<file path="config.mk">
export PLATFORM = sky130hd
export DESIGN_NAME = irq_msg_router
export DESIGN_NICKNAME = d
export VERILOG_FILES = /design/src/rtl/irq_route_pkg.sv /design/src/rtl/irq_pin_map.sv /design/src/rtl/irq_req_latch.sv /design/src/rtl/irq_pick.sv /design/src/rtl/irq_msg_fmt.sv /design/src/rtl/irq_msg_router.sv
export SDC_FILE = /design/constraint.sdc
export NUM_CORES = 1
export LEC_CHECK = 0
export ABC_AREA = 0
export CORE_AREA = 2 2 659 661
export DETAILED_ROUTE_END_ITERATION = 8
export DIE_AREA = 0 0 661 663
export DONT_BUFFER_PORTS = 1
export GPL_TIMING_DRIVEN = 0
export PLACE_DENSITY = 0.3
export SLEW_MARGIN = 20
export SYNTH_ARGS = -nofsm -noshare
export SYNTH_HDL_FRONTEND = slang
export SYNTH_SLANG_ARGS = --single-unit
</file>
<file path="constraint.sdc">
create_clock -name clk -period 4.5 [get_ports clk]
set_input_delay 0.675 -clock clk [delete_from_list [all_inputs] [get_ports clk]]
set_output_delay 0.675 -clock clk [all_outputs]
set_load 0.02 [all_outputs]
</file>
<file path="src/rtl/irq_route_pkg.sv">
package irq_route_pkg;
   localparam int ENTRY_W    = 64;
   localparam int VEC_W      = 8;
   localparam int DLV_W      = 3;
   localparam int DEST_W     = 16;
   localparam int MSG_W      = 32;

   // Field positions decoded from the register front end's entries
   localparam int F_VEC      = 0;
   localparam int F_DLV      = 8;
   localparam int F_DMODE    = 11;
   localparam int F_LEVEL    = 15;
   localparam int F_MASK     = 16;
   localparam int F_DEST     = 48;

   // Message data layout
   localparam int D_DLV      = 8;
   localparam int D_TRIG     = 15;

   typedef struct packed {
      logic [DEST_W-1:0] dest;
      logic              mask;
      logic              level;
      logic              dmode;
      logic [DLV_W-1:0]  dlv;
      logic [VEC_W-1:0]  vec;
   } route_t;

   function automatic route_t unpack_route(input logic [ENTRY_W-1:0] raw);
      route_t r;
      r.vec   = raw[F_VEC +: VEC_W];
      r.dlv   = raw[F_DLV +: DLV_W];
      r.dmode = raw[F_DMODE];
      r.level = raw[F_LEVEL];
      r.mask  = raw[F_MASK];
      r.dest  = raw[F_DEST +: DEST_W];
      return r;
   endfunction
endpackage

</file>
<file path="src/rtl/irq_pin_map.sv">
module irq_pin_map #(
   parameter int IN_PINS  = 32,
   parameter int NUM_PINS = 24,
   parameter bit REDIRECT = 1'b1
) (
   input  logic [IN_PINS-1:0]  pin_in,
   output logic [NUM_PINS-1:0] slot_req
);
   generate
      if (IN_PINS < NUM_PINS) begin : g_bad_width
         $error("irq_pin_map: IN_PINS must be at least NUM_PINS");
      end
      if (REDIRECT && NUM_PINS < 3) begin : g_bad_redirect
         $error("irq_pin_map: redirect needs at least three slots");
      end

      for (genvar g = 0; g < NUM_PINS; g++) begin : g_slot
         if (REDIRECT && g == 0) begin : g_dead
            assign slot_req[g] = 1'b0;
         end else if (REDIRECT && g == 2) begin : g_merge
            assign slot_req[g] = pin_in[0] | pin_in[2];
         end else begin : g_plain
            assign slot_req[g] = pin_in[g];
         end
      end

      if (IN_PINS > NUM_PINS) begin : g_drop
         logic unused_high;
         assign unused_high = ^pin_in[IN_PINS-1:NUM_PINS];
      end
   endgenerate
endmodule

</file>
<file path="src/rtl/irq_req_latch.sv">
module irq_req_latch #(
   parameter int NUM_PINS = 24
) (
   input  logic                clk,
   input  logic                rst,
   input  logic [NUM_PINS-1:0] slot_req,
   input  logic [NUM_PINS-1:0] is_level,
   input  logic [NUM_PINS-1:0] is_masked,
   input  logic [NUM_PINS-1:0] served,
   output logic [NUM_PINS-1:0] irr
);
   logic [NUM_PINS-1:0] prev_q, irr_q, irr_d, rise;

   assign rise = slot_req & ~prev_q;

   always_comb begin
      for (int i = 0; i < NUM_PINS; i++) begin
         if (is_level[i])
            irr_d[i] = slot_req[i];
         else
            irr_d[i] = (irr_q[i] & ~served[i]) | (rise[i] & ~is_masked[i]);
      end
   end

   always_ff @(posedge clk) begin
      if (rst) begin
         prev_q <= '0;
         irr_q  <= '0;
      end else begin
         prev_q <= slot_req;
         irr_q  <= irr_d;
      end
   end

   assign irr = irr_q;

   generate
      for (genvar g = 0; g < NUM_PINS; g++) begin : g_chk
         p_masked_edge_dropped_r4: assert property (@(posedge clk) disable iff (rst)
            (!is_level[g] && is_masked[g] && !irr_q[g]) |=> !irr_q[g]);
      end
   endgenerate
endmodule

</file>
<file path="src/rtl/irq_pick.sv">
module irq_pick #(
   parameter int NUM_PINS = 24,
   localparam int IDX_W   = (NUM_PINS > 1) ? $clog2(NUM_PINS) : 1
) (
   input  logic [NUM_PINS-1:0] req,
   output logic [NUM_PINS-1:0] grant,
   output logic [IDX_W-1:0]    idx,
   output logic                any
);
   always_comb begin
      grant = '0;
      idx   = '0;
      for (int i = NUM_PINS - 1; i >= 0; i--) begin
         if (req[i]) begin
            grant = '0;
            grant[i] = 1'b1;
            idx = IDX_W'(i);
         end
      end
   end

   assign any = |req;
endmodule

</file>
<file path="src/rtl/irq_msg_fmt.sv">
module irq_msg_fmt
   import irq_route_pkg::*;
#(
   parameter logic [MSG_W-1:0] MSG_BASE  = 32'hFEE0_0000,
   parameter int               DEST_LSB  = 4,
   parameter int               DMODE_BIT = 2
) (
   input  route_t             route,
   output logic [MSG_W-1:0]   addr,
   output logic [MSG_W-1:0]   data
);
   generate
      if (DEST_LSB + DEST_W > 20) begin : g_bad_dest
         $error("irq_msg_fmt: destination field overlaps fixed base");
      end
      if (DMODE_BIT >= DEST_LSB) begin : g_bad_dmode
         $error("irq_msg_fmt: destination mode bit overlaps destination");
      end
   endgenerate

   always_comb begin
      addr = MSG_BASE
           | (MSG_W'(route.dest) << DEST_LSB)
           | (MSG_W'(route.dmode) << DMODE_BIT);
      data = '0;
      data[VEC_W-1:0]       = route.vec;
      data[D_DLV +: DLV_W]  = route.dlv;
      data[D_TRIG]          = route.level;
   end
endmodule

</file>
<file path="src/rtl/irq_msg_router.sv">
module irq_msg_router
   import irq_route_pkg::*;
#(
   parameter int               IN_PINS   = 32,
   parameter int               NUM_PINS  = 24,
   parameter bit               REDIRECT  = 1'b1,
   parameter logic [31:0]      MSG_BASE  = 32'hFEE0_0000,
   parameter int               DEST_LSB  = 4,
   parameter int               DMODE_BIT = 2
) (
   input  logic                         clk,
   input  logic                         rst,
   input  logic [IN_PINS-1:0]           pin_in,
   input  logic [NUM_PINS*ENTRY_W-1:0]  route_tbl,
   input  logic                         eoi_valid,
   input  logic [VEC_W-1:0]             eoi_vec,
   output logic                         msg_valid,
   input  logic                         msg_ready,
   output logic [MSG_W-1:0]             msg_addr,
   output logic [MSG_W-1:0]             msg_data,
   output logic [NUM_PINS-1:0]          rirr_o
);
   localparam int IDX_W = (NUM_PINS > 1) ? $clog2(NUM_PINS) : 1;

   route_t              routes [NUM_PINS];
   logic [NUM_PINS-1:0] lvl, msk, slot_req, irr, eligible, grant, served;
   logic [NUM_PINS-1:0] rirr_q, rirr_d, eoi_hit;
   logic [IDX_W-1:0]    pick_idx;
   logic                pick_any, take, fire;
   logic [MSG_W-1:0]    fmt_addr, fmt_data;
   logic                valid_q;
   logic [MSG_W-1:0]    addr_q, data_q;

   generate
      for (genvar g = 0; g < NUM_PINS; g++) begin : g_dec
         assign routes[g] = unpack_route(route_tbl[g*ENTRY_W +: ENTRY_W]);
         assign lvl[g]    = routes[g].level;
         assign msk[g]    = routes[g].mask;
         assign eoi_hit[g] = eoi_valid && rirr_q[g] && (routes[g].vec == eoi_vec);
      end
   endgenerate

   irq_pin_map #(.IN_PINS(IN_PINS), .NUM_PINS(NUM_PINS), .REDIRECT(REDIRECT)) u_map (
      .pin_in   (pin_in),
      .slot_req (slot_req)
   );

   irq_req_latch #(.NUM_PINS(NUM_PINS)) u_latch (
      .clk       (clk),
      .rst       (rst),
      .slot_req  (slot_req),
      .is_level  (lvl),
      .is_masked (msk),
      .served    (served),
      .irr       (irr)
   );

   // Level slots awaiting an end-of-interrupt are not eligible (coalescing)
   assign eligible = irr & ~msk & ~(lvl & rirr_q);

   irq_pick #(.NUM_PINS(NUM_PINS)) u_pick (
      .req   (eligible),
      .grant (grant),
      .idx   (pick_idx),
      .any   (pick_any)
   );

   assign take   = !valid_q || msg_ready;
   assign fire   = take && pick_any;
   assign served = fire ? grant : '0;

   irq_msg_fmt #(.MSG_BASE(MSG_BASE), .DEST_LSB(DEST_LSB), .DMODE_BIT(DMODE_BIT)) u_fmt (
      .route (routes[pick_idx]),
      .addr  (fmt_addr),
      .data  (fmt_data)
   );

   // Delivery sets remote-IRR after any clear from an end-of-interrupt
   assign rirr_d = lvl & ((rirr_q & ~eoi_hit) | served);

   always_ff @(posedge clk) begin
      if (rst) begin
         rirr_q  <= '0;
         valid_q <= 1'b0;
         addr_q  <= '0;
         data_q  <= '0;
      end else begin
         rirr_q <= rirr_d;
         if (fire) begin
            valid_q <= 1'b1;
            addr_q  <= fmt_addr;
            data_q  <= fmt_data;
         end else if (msg_ready) begin
            valid_q <= 1'b0;
         end
      end
   end

   assign msg_valid = valid_q;
   assign msg_addr  = addr_q;
   assign msg_data  = data_q;
   assign rirr_o    = rirr_q;

   p_reset_idle_r1: assert property (@(posedge clk) rst |=> !msg_valid && rirr_o == '0);

   p_hold_stalled_r9: assert property (@(posedge clk) disable iff (rst)
      (msg_valid && !msg_ready) |=> (msg_valid && $stable(msg_addr) && $stable(msg_data)));

   p_addr_base_r7: assert property (@(posedge clk) disable iff (rst)
      msg_valid |-> (msg_addr[31:20] == MSG_BASE[31:20] && msg_addr[1:0] == 2'b00));

   p_data_clean_r8: assert property (@(posedge clk) disable iff (rst)
      msg_valid |-> (msg_data[31:16] == 16'h0 && msg_data[14:11] == 4'h0));

   generate
      for (genvar g = 0; g < NUM_PINS; g++) begin : g_chk
         p_edge_no_rirr_r5: assert property (@(posedge clk) disable iff (rst)
            !lvl[g] |=> !rirr_q[g]);
         p_no_repeat_level_r3: assert property (@(posedge clk) disable iff (rst)
            (served[g] && lvl[g]) |-> !rirr_q[g]);
         p_eoi_clears_r6: assert property (@(posedge clk) disable iff (rst)
            (eoi_hit[g] && !served[g]) |=> !rirr_q[g]);
      end
   endgenerate
endmodule

</file>
==> results of run 1 <==
## cell type report
cell class                 instances  area, sq um  share of cell area, %
tap                             5734         7170                   33.2
clock buffer                       9          225                   1.04
inverter                          14         52.6                  0.243
timing repair buffer              24          269                   1.25
antenna                          120          300                   1.39
sequential                       102         2070                   9.57
clock inverter                     7         88.8                  0.412
multi-input combinational       1784        10300                   47.8
buffer                           191         1080                   5.02
## cell usage after synthesis, drive strengths merged (25+ instances only)
master / instances / area (sq um)
o21ai: 35 / 175
a211oi: 25 / 188
a21oi: 234 / 1170
buf: 118 / 689
nor4: 75 / 469
nor2: 45 / 169
a31oi: 82 / 513
nand3: 92 / 460
clkbuf: 73 / 274
nand2: 668 / 2510
nor2b: 43 / 269
mux2i: 35 / 350
o21bai: 25 / 188
dfxtp: 102 / 2040
xor2: 168 / 1470
and3: 31 / 194
## flip-flops by register name, indices dropped and copies added (netlist names)
name	flops
msg_data	12
rirr_o	24
u_latch.prev_q	23
u_latch.irr	24
msg_valid	1
msg_addr	18
## stage by stage
step | cell area [sq um] | power (mW) | worst slack (ps)
4_1_cts | 21200 | 6.43 | -38.2
6_report | 21600 | 6.25 | 9.60
3_5_place_dp | 20500 | 5.29 | -1320
5_1_grt | 21400 | 6.55 | -2.30
3_3_place_gp | 20000 | 5.16 | -2670
2_1_floorplan | 12800 | 2.84 | 1730
## repair_timing
item	4_1_cts	5_1_grt
hold endpoints to repair	0	0
pin swaps	0	0
resized for setup	94	32
endpoints found under the setup margin	29	18
buffers inserted	0	0
## report_power, final
group          switching [mW]  internal, mW
combinational            3.02         0.966
clock                   0.598         0.400
sequential              0.261          1.00
total                    3.88          2.37
## metal layers
layer / vias to the layer above / wire, microns / part of all wire [%]
met3: 326 / 34500 / 15
met2: 1178 / 109000 / 47
met1: 8560 / 82900 / 35
met4: 140 / 6170 / 2.6
met5: - / 1040 / 0.44
li1: 7420 / - / -
## worst paths after layout
| check | start | slack, ps | endpoint |
|---|---|---|---|
| setup / recovery | rirr_o[4]$_SDFF_PP0_ | 10 | msg_addr[2]$_SDFFE_PP0P_ |
| hold / removal | route_tbl[15] | 300 | u_latch.irr[0]$_SDFF_PP0_ |
| setup reg to reg | rirr_o[4]$_SDFF_PP0_ | 10 | msg_addr[2]$_SDFFE_PP0P_ |
| hold reg to reg | u_latch.irr[0]$_SDFF_PP0_ | 480 | u_latch.irr[0]$_SDFF_PP0_ |
## worst max-delay path, stage by stage, from the launching register on
cell	delay, ps
dfxtp_1	690
nand2_1	180
a2bb2oi_2	360
o31ai_1	210
a21boi_1	190
a21boi_4	420
nand3b_1	360
buf_1	870
a21oi_1	190
nor4_4	550
buf_6	210
a31oi_1	80
## kinds of logic (layout without fill, tap and decap cells)
group                  Yosys count  in the layout
other                            1            145
multiplexers                    35             35
AO/OA/AOI/OAI                  481            481
XOR/XNOR                       192            192
flip-flops                     102            102
buffers and inverters          205            245
AND/OR/NAND/NOR               1051           1051
==> impl_metrics.env, run 1 <==
export IMPL_status="completed"
export IMPL_synth_xor_area_share_pct=13.2
export IMPL_ys_flop_type="dfxtp_1"
export IMPL_synthAdderAreaFrac_pct=0
export IMPL_synth_top_family_by_area="simple AND/OR/NAND/NOR gates"
export IMPL_port_buffers=0
export IMPL_power_leakage_nw=5.94
export IMPL_required_ps=4810
export IMPL_grt_max_degree=22
export IMPL_layout_worst_path_cycle_share_pct=99.8
export IMPL_route_vias_total=17600
export IMPL_ys_warn_count=0
export IMPL_grt_overflow=0
export IMPL_start_kind="register"
export IMPL_drive_gt1_share_pct=13.6
export IMPL_cts_max_path_buffers=2
export IMPL_synth_edf_count=0
export IMPL_synth_compound_area_share_pct=23.1
export IMPL_cts_tree="built"
export IMPL_path_max_fanout=11
export IMPL_fin_setup_tns_ps=0
export IMPL_netlist_instances=2067
export IMPL_insertion_delay_ps=470
export IMPL_gr_usage_met2_pct=17.0
export IMPL_initial_core_util_pct=2.95
export IMPL_drtIter0Drc=1541
export IMPL_layout_min_cycle_time_ps=4490
export IMPL_fill_cells=51500
export IMPL_crit_arrival_ps=4800
export IMPL_hold_buffers=0
export IMPL_muxShareOfSynthArea_pct=2.75
export IMPL_reg2reg_depth=11
export IMPL_worstSetupPathType="reg2reg"
export IMPL_drtAntennaViolNets=0
export IMPL_die_w_microns=661
export IMPL_clk_pin_slew_ps=90
export IMPL_dp_hpwl_microns=215000
export IMPL_tightest_slew_ps=1190
export IMPL_vdd_drop_max_uv=191
export IMPL_synth_seq_cells=102
export IMPL_cap_viol_max_count=0
export IMPL_drt_total_wl_microns=234000
export IMPL_antenna_found_initial=196
export IMPL_hold_worst_slack_ps=304
export IMPL_busiest_layer="met2"
export IMPL_fin_skew_ps=26.5
export IMPL_finalSetupViolCount=0
export IMPL_layout_nets=3706
export IMPL_hp_class="in2reg"
export IMPL_hold_path_depth=1
export IMPL_dieArea_sq_um=438000
export IMPL_io_pins=1669
export IMPL_grt_usage_pct=10.3
export IMPL_drc=0
export IMPL_final_cell_mix="667 x nand2_1, 216 x a21oi_1, 168 x xor2_1"
export IMPL_gr_usage_met3_pct=6.65
export IMPL_hold_violations=0
export IMPL_wl_per_cell_microns=29.3
export IMPL_gp_congestion=0.871
export IMPL_power_density_nw_per_um2=289
export IMPL_ys_types=58
export IMPL_rows=242
export IMPL_slew_violations=0
export IMPL_core_area_sq_um=432000
export IMPL_grt_use_met1_pct=10.6
export IMPL_synth_simple_area_share_pct=36.9
export IMPL_grt_pass1_wl_microns=269000
export IMPL_area_growth_pct=69.5
export IMPL_fin_util_pct=4.99
export IMPL_max_freq_ghz=0.223
export IMPL_cts_root_buffer="clkbuf_16"
export IMPL_syn_area_per_cell_sq_um=6.16
export IMPL_vias_per_cell=2.21
export IMPL_layout_cells_non_filler=7985
export IMPL_h_tree_depth=3
export IMPL_ys_seq_area_share_pct=16.0
export IMPL_final_common_cell="nand2_1"
export IMPL_endpoint_kind="register"
export IMPL_firstDrtPassIters=7
export IMPL_cts_made_buffers=9
export IMPL_die_y_microns=663
export IMPL_cts_sinks=102
export IMPL_place_inst=7849
export IMPL_synth_area_sq_um=12700
export IMPL_grt_pass1_vias=16300
export IMPL_slew_headroom_pct=20.7
export IMPL_async_flop_share_pct=0
Note: power is estimated with default switching activity, not from simulation.
==> run 2: changes to the inputs <==
CORE_AREA = 2 2 658 660   (was 2 2 659 661)
DIE_AREA = 0 0 660 662   (was 0 0 661 663)
==> run 2 against run 1 <==
Compared with the run above:
- first-iteration DRC count is 4.0% higher
- wire length is 0.82% higher
- non-clock buffer count rose by 1
- via count decreased by 0.48%
- power up 1.3%
- critical path depth unchanged
- combinational power rose by 2%
- design area up 0.16%
- highest routed layer unchanged
==> impl_metrics.env, run 2 (synthesis gave the netlist of run 1 again) <==
export IMPL_fin_setup_tns_ps=0
export IMPL_layout_min_cycle_time_ps=4430
export IMPL_grt_pass1_wl_microns=268000
export IMPL_tightest_slew_ps=1260
export IMPL_hp_class="in2reg"
export IMPL_cts_max_path_buffers=2
export IMPL_cap_viol_max_count=0
export IMPL_endpoint_kind="register"
export IMPL_gp_congestion=0.844
export IMPL_cts_sinks=102
export IMPL_grt_pass1_vias=16100
export IMPL_seqPwrFrac_pct=20.0
export IMPL_drc=0
export IMPL_port_buffers=0
export IMPL_crit_slowest_cell="nor4_2"
export IMPL_rsz0062_at_grt="no"
export IMPL_cp_depth=11
export IMPL_wl_met2_microns=110000
export IMPL_io_pins=1669
export IMPL_swShare_pct=62.3
export IMPL_h_tree_depth=3
export IMPL_path_max_fanout=10
export IMPL_antenna_found_initial=198
export IMPL_crit_path_end="msg_addr[15]$_SDFFE_PP0P_"
export IMPL_cts_root_buffer="clkbuf_16"
export IMPL_worstSetupPathType="reg2reg"
export IMPL_cts_tree="built"
export IMPL_insertion_delay_ps=470
export IMPL_cts_made_buffers=9
export IMPL_wl_met1_microns=79900
export IMPL_fin_skew_ps=30.3
export IMPL_status="completed"
export IMPL_route_vias_total=17500
export IMPL_power_density_nw_per_um2=293
export IMPL_vdd_drop_max_uv=233
export IMPL_firstDrtPassIters=6
export IMPL_worstReg2RegStart="rirr_o[20]$_SDFF_PP0_"
export IMPL_place_ws_ps=-1230
export IMPL_finalSetupViolCount=0
export IMPL_power_leakage_nw=5.92
export IMPL_path_buf_inv=2
export IMPL_drive_gt1_share_pct=13.4
export IMPL_dp_hpwl_microns=217000
export IMPL_slew_violations=0
export IMPL_max_freq_ghz=0.226
export IMPL_reg2reg_depth=11
export IMPL_p_int_mw=2.38
export IMPL_final_cell_mix="667 x nand2_1, 212 x a21oi_1, 168 x xor2_1"
export IMPL_crit_arrival_ps=4740
export IMPL_combPwrFrac_pct=64.0
export IMPL_die_w_microns=660
export IMPL_wl_per_cell_microns=29.6
export IMPL_startpoint="rirr_o[20]$_SDFF_PP0_"
export IMPL_drtIter0Drc=1603
export IMPL_final_common_cell="nand2_1"
export IMPL_area_growth_pct=69.8
export IMPL_wl_met3_microns=36800
export IMPL_regToRegSetupSlack_ps=70
export IMPL_power_mw=6.33
export IMPL_layout_cells_non_filler=7970
export IMPL_die_y_microns=662
export IMPL_top_layer="met5"
export IMPL_slew_headroom_pct=16.0
export IMPL_drtAntennaViolNets=0
export IMPL_cpPeakStageDelay_ps=730
export IMPL_hold_violations=0
export IMPL_core_area_sq_um=430000
export IMPL_grt_overflow=0
export IMPL_detailed_place_area_sq_um=20500
export IMPL_initial_core_util_pct=2.96
export IMPL_required_ps=4810
export IMPL_drt_total_wl_microns=236000
export IMPL_p_clk_share_pct=15.9
export IMPL_reg2reg_to="msg_addr[15]$_SDFFE_PP0P_"
export IMPL_grt_usage_pct=10.3
export IMPL_post_cts_buffers=0
export IMPL_layout_worst_path_cycle_share_pct=98.5
export IMPL_fin_ws_ps=69.0
export IMPL_p_sw_mw=3.94
export IMPL_layout_nets=3707
export IMPL_clk_pin_slew_ps=110
export IMPL_start_kind="register"
export IMPL_vias_per_cell=2.20
export IMPL_rows=241
export IMPL_fin_area_sq_um=21600
export IMPL_crit_chain="nand2_1, a32o_1, o211ai_1, a31oi_1, or2_2, nand2_1, clkbuf_4, buf_4, a21oi_4, nor4_2, a31oi_1"
export IMPL_grt_max_degree=22
export IMPL_critPathTopFamily="simple AND/OR/NAND/NOR gates"
export IMPL_dieArea_sq_um=437000
export IMPL_place_inst=7825
## run 2: changes by cell type in the layout (fill, tap and decap cells not counted), sizes merged
cell           before  now
buf               141  142
clkdlybuf4s15       2    1
clkbuf             81   82
diode             120  128
## run 2: layout make-up
class / count / area [sq um]
Timing Repair Buffer: 25 / 292
Fill cell: 51200 / 408000
Multi-Input combinational cell: 1784 / 10400
Tap cell: 5710 / 7140
Buffer: 191 / 1070
Clock inverter: 7 / 88.8
Clock buffer: 9 / 225
Antenna cell: 128 / 320
Inverter: 14 / 52.6
Sequential cell: 102 / 2060
## run 2: through the flow
stage,utilization [%],hold slack (ps)
final,5.03,305
after global placement,4.65,463
after CTS,4.93,247
after floorplan,-,454
after global routing,4.97,285
after detailed placement,4.76,466
## run 2: how the worst min path moves through the flow
stage | startpoint | end | cells after the start
floorplan | u_latch.irr[0]$_SDFF_PP0_ | u_latch.irr[0]$_SDFF_PP0_ | 1
global placement | u_latch.irr[0]$_SDFF_PP0_ | u_latch.irr[0]$_SDFF_PP0_ | 1
detailed placement | u_latch.irr[0]$_SDFF_PP0_ | u_latch.irr[0]$_SDFF_PP0_ | 1
CTS | route_tbl[15] | u_latch.irr[0]$_SDFF_PP0_ | 1
global route | route_tbl[15] | u_latch.irr[0]$_SDFF_PP0_ | 1
finish | route_tbl[15] | u_latch.irr[0]$_SDFF_PP0_ | 1
## run 2: routing by layer
layer	up-vias	track usage (%)
met1	8555	10.4
li1	7440	-
met2	1069	17.1
met5	-	0
met3	325	6.83
met4	150	3.42
## run 2: power groups by stage
stage               clock [mW]  sequential (mW)  combinational [mW]
floorplan                    0             1.16                1.68
global placement             0             1.31                3.90
detailed placement           0             1.30                4.03
CTS                       1.07             1.28                4.14
global route              1.06             1.27                4.28
finish                    1.01             1.27                4.05
## run 2: worst register-to-register path: stages, from the launching register on
cell and delay (ps):
dfxtp_1 690, nand2_1 190, a32o_1 290, o211ai_1 280, a31oi_1 220, or2_2 370
nand2_1 210, clkbuf_4 420, buf_4 460, a21oi_4 230, nor4_2 740, a31oi_1 180
## run 2: what timing repair did
action,in CTS,in global routing
pin swaps,0,0
hold buffers,0,0
endpoints found under the setup margin,29,19
resized for setup,99,25
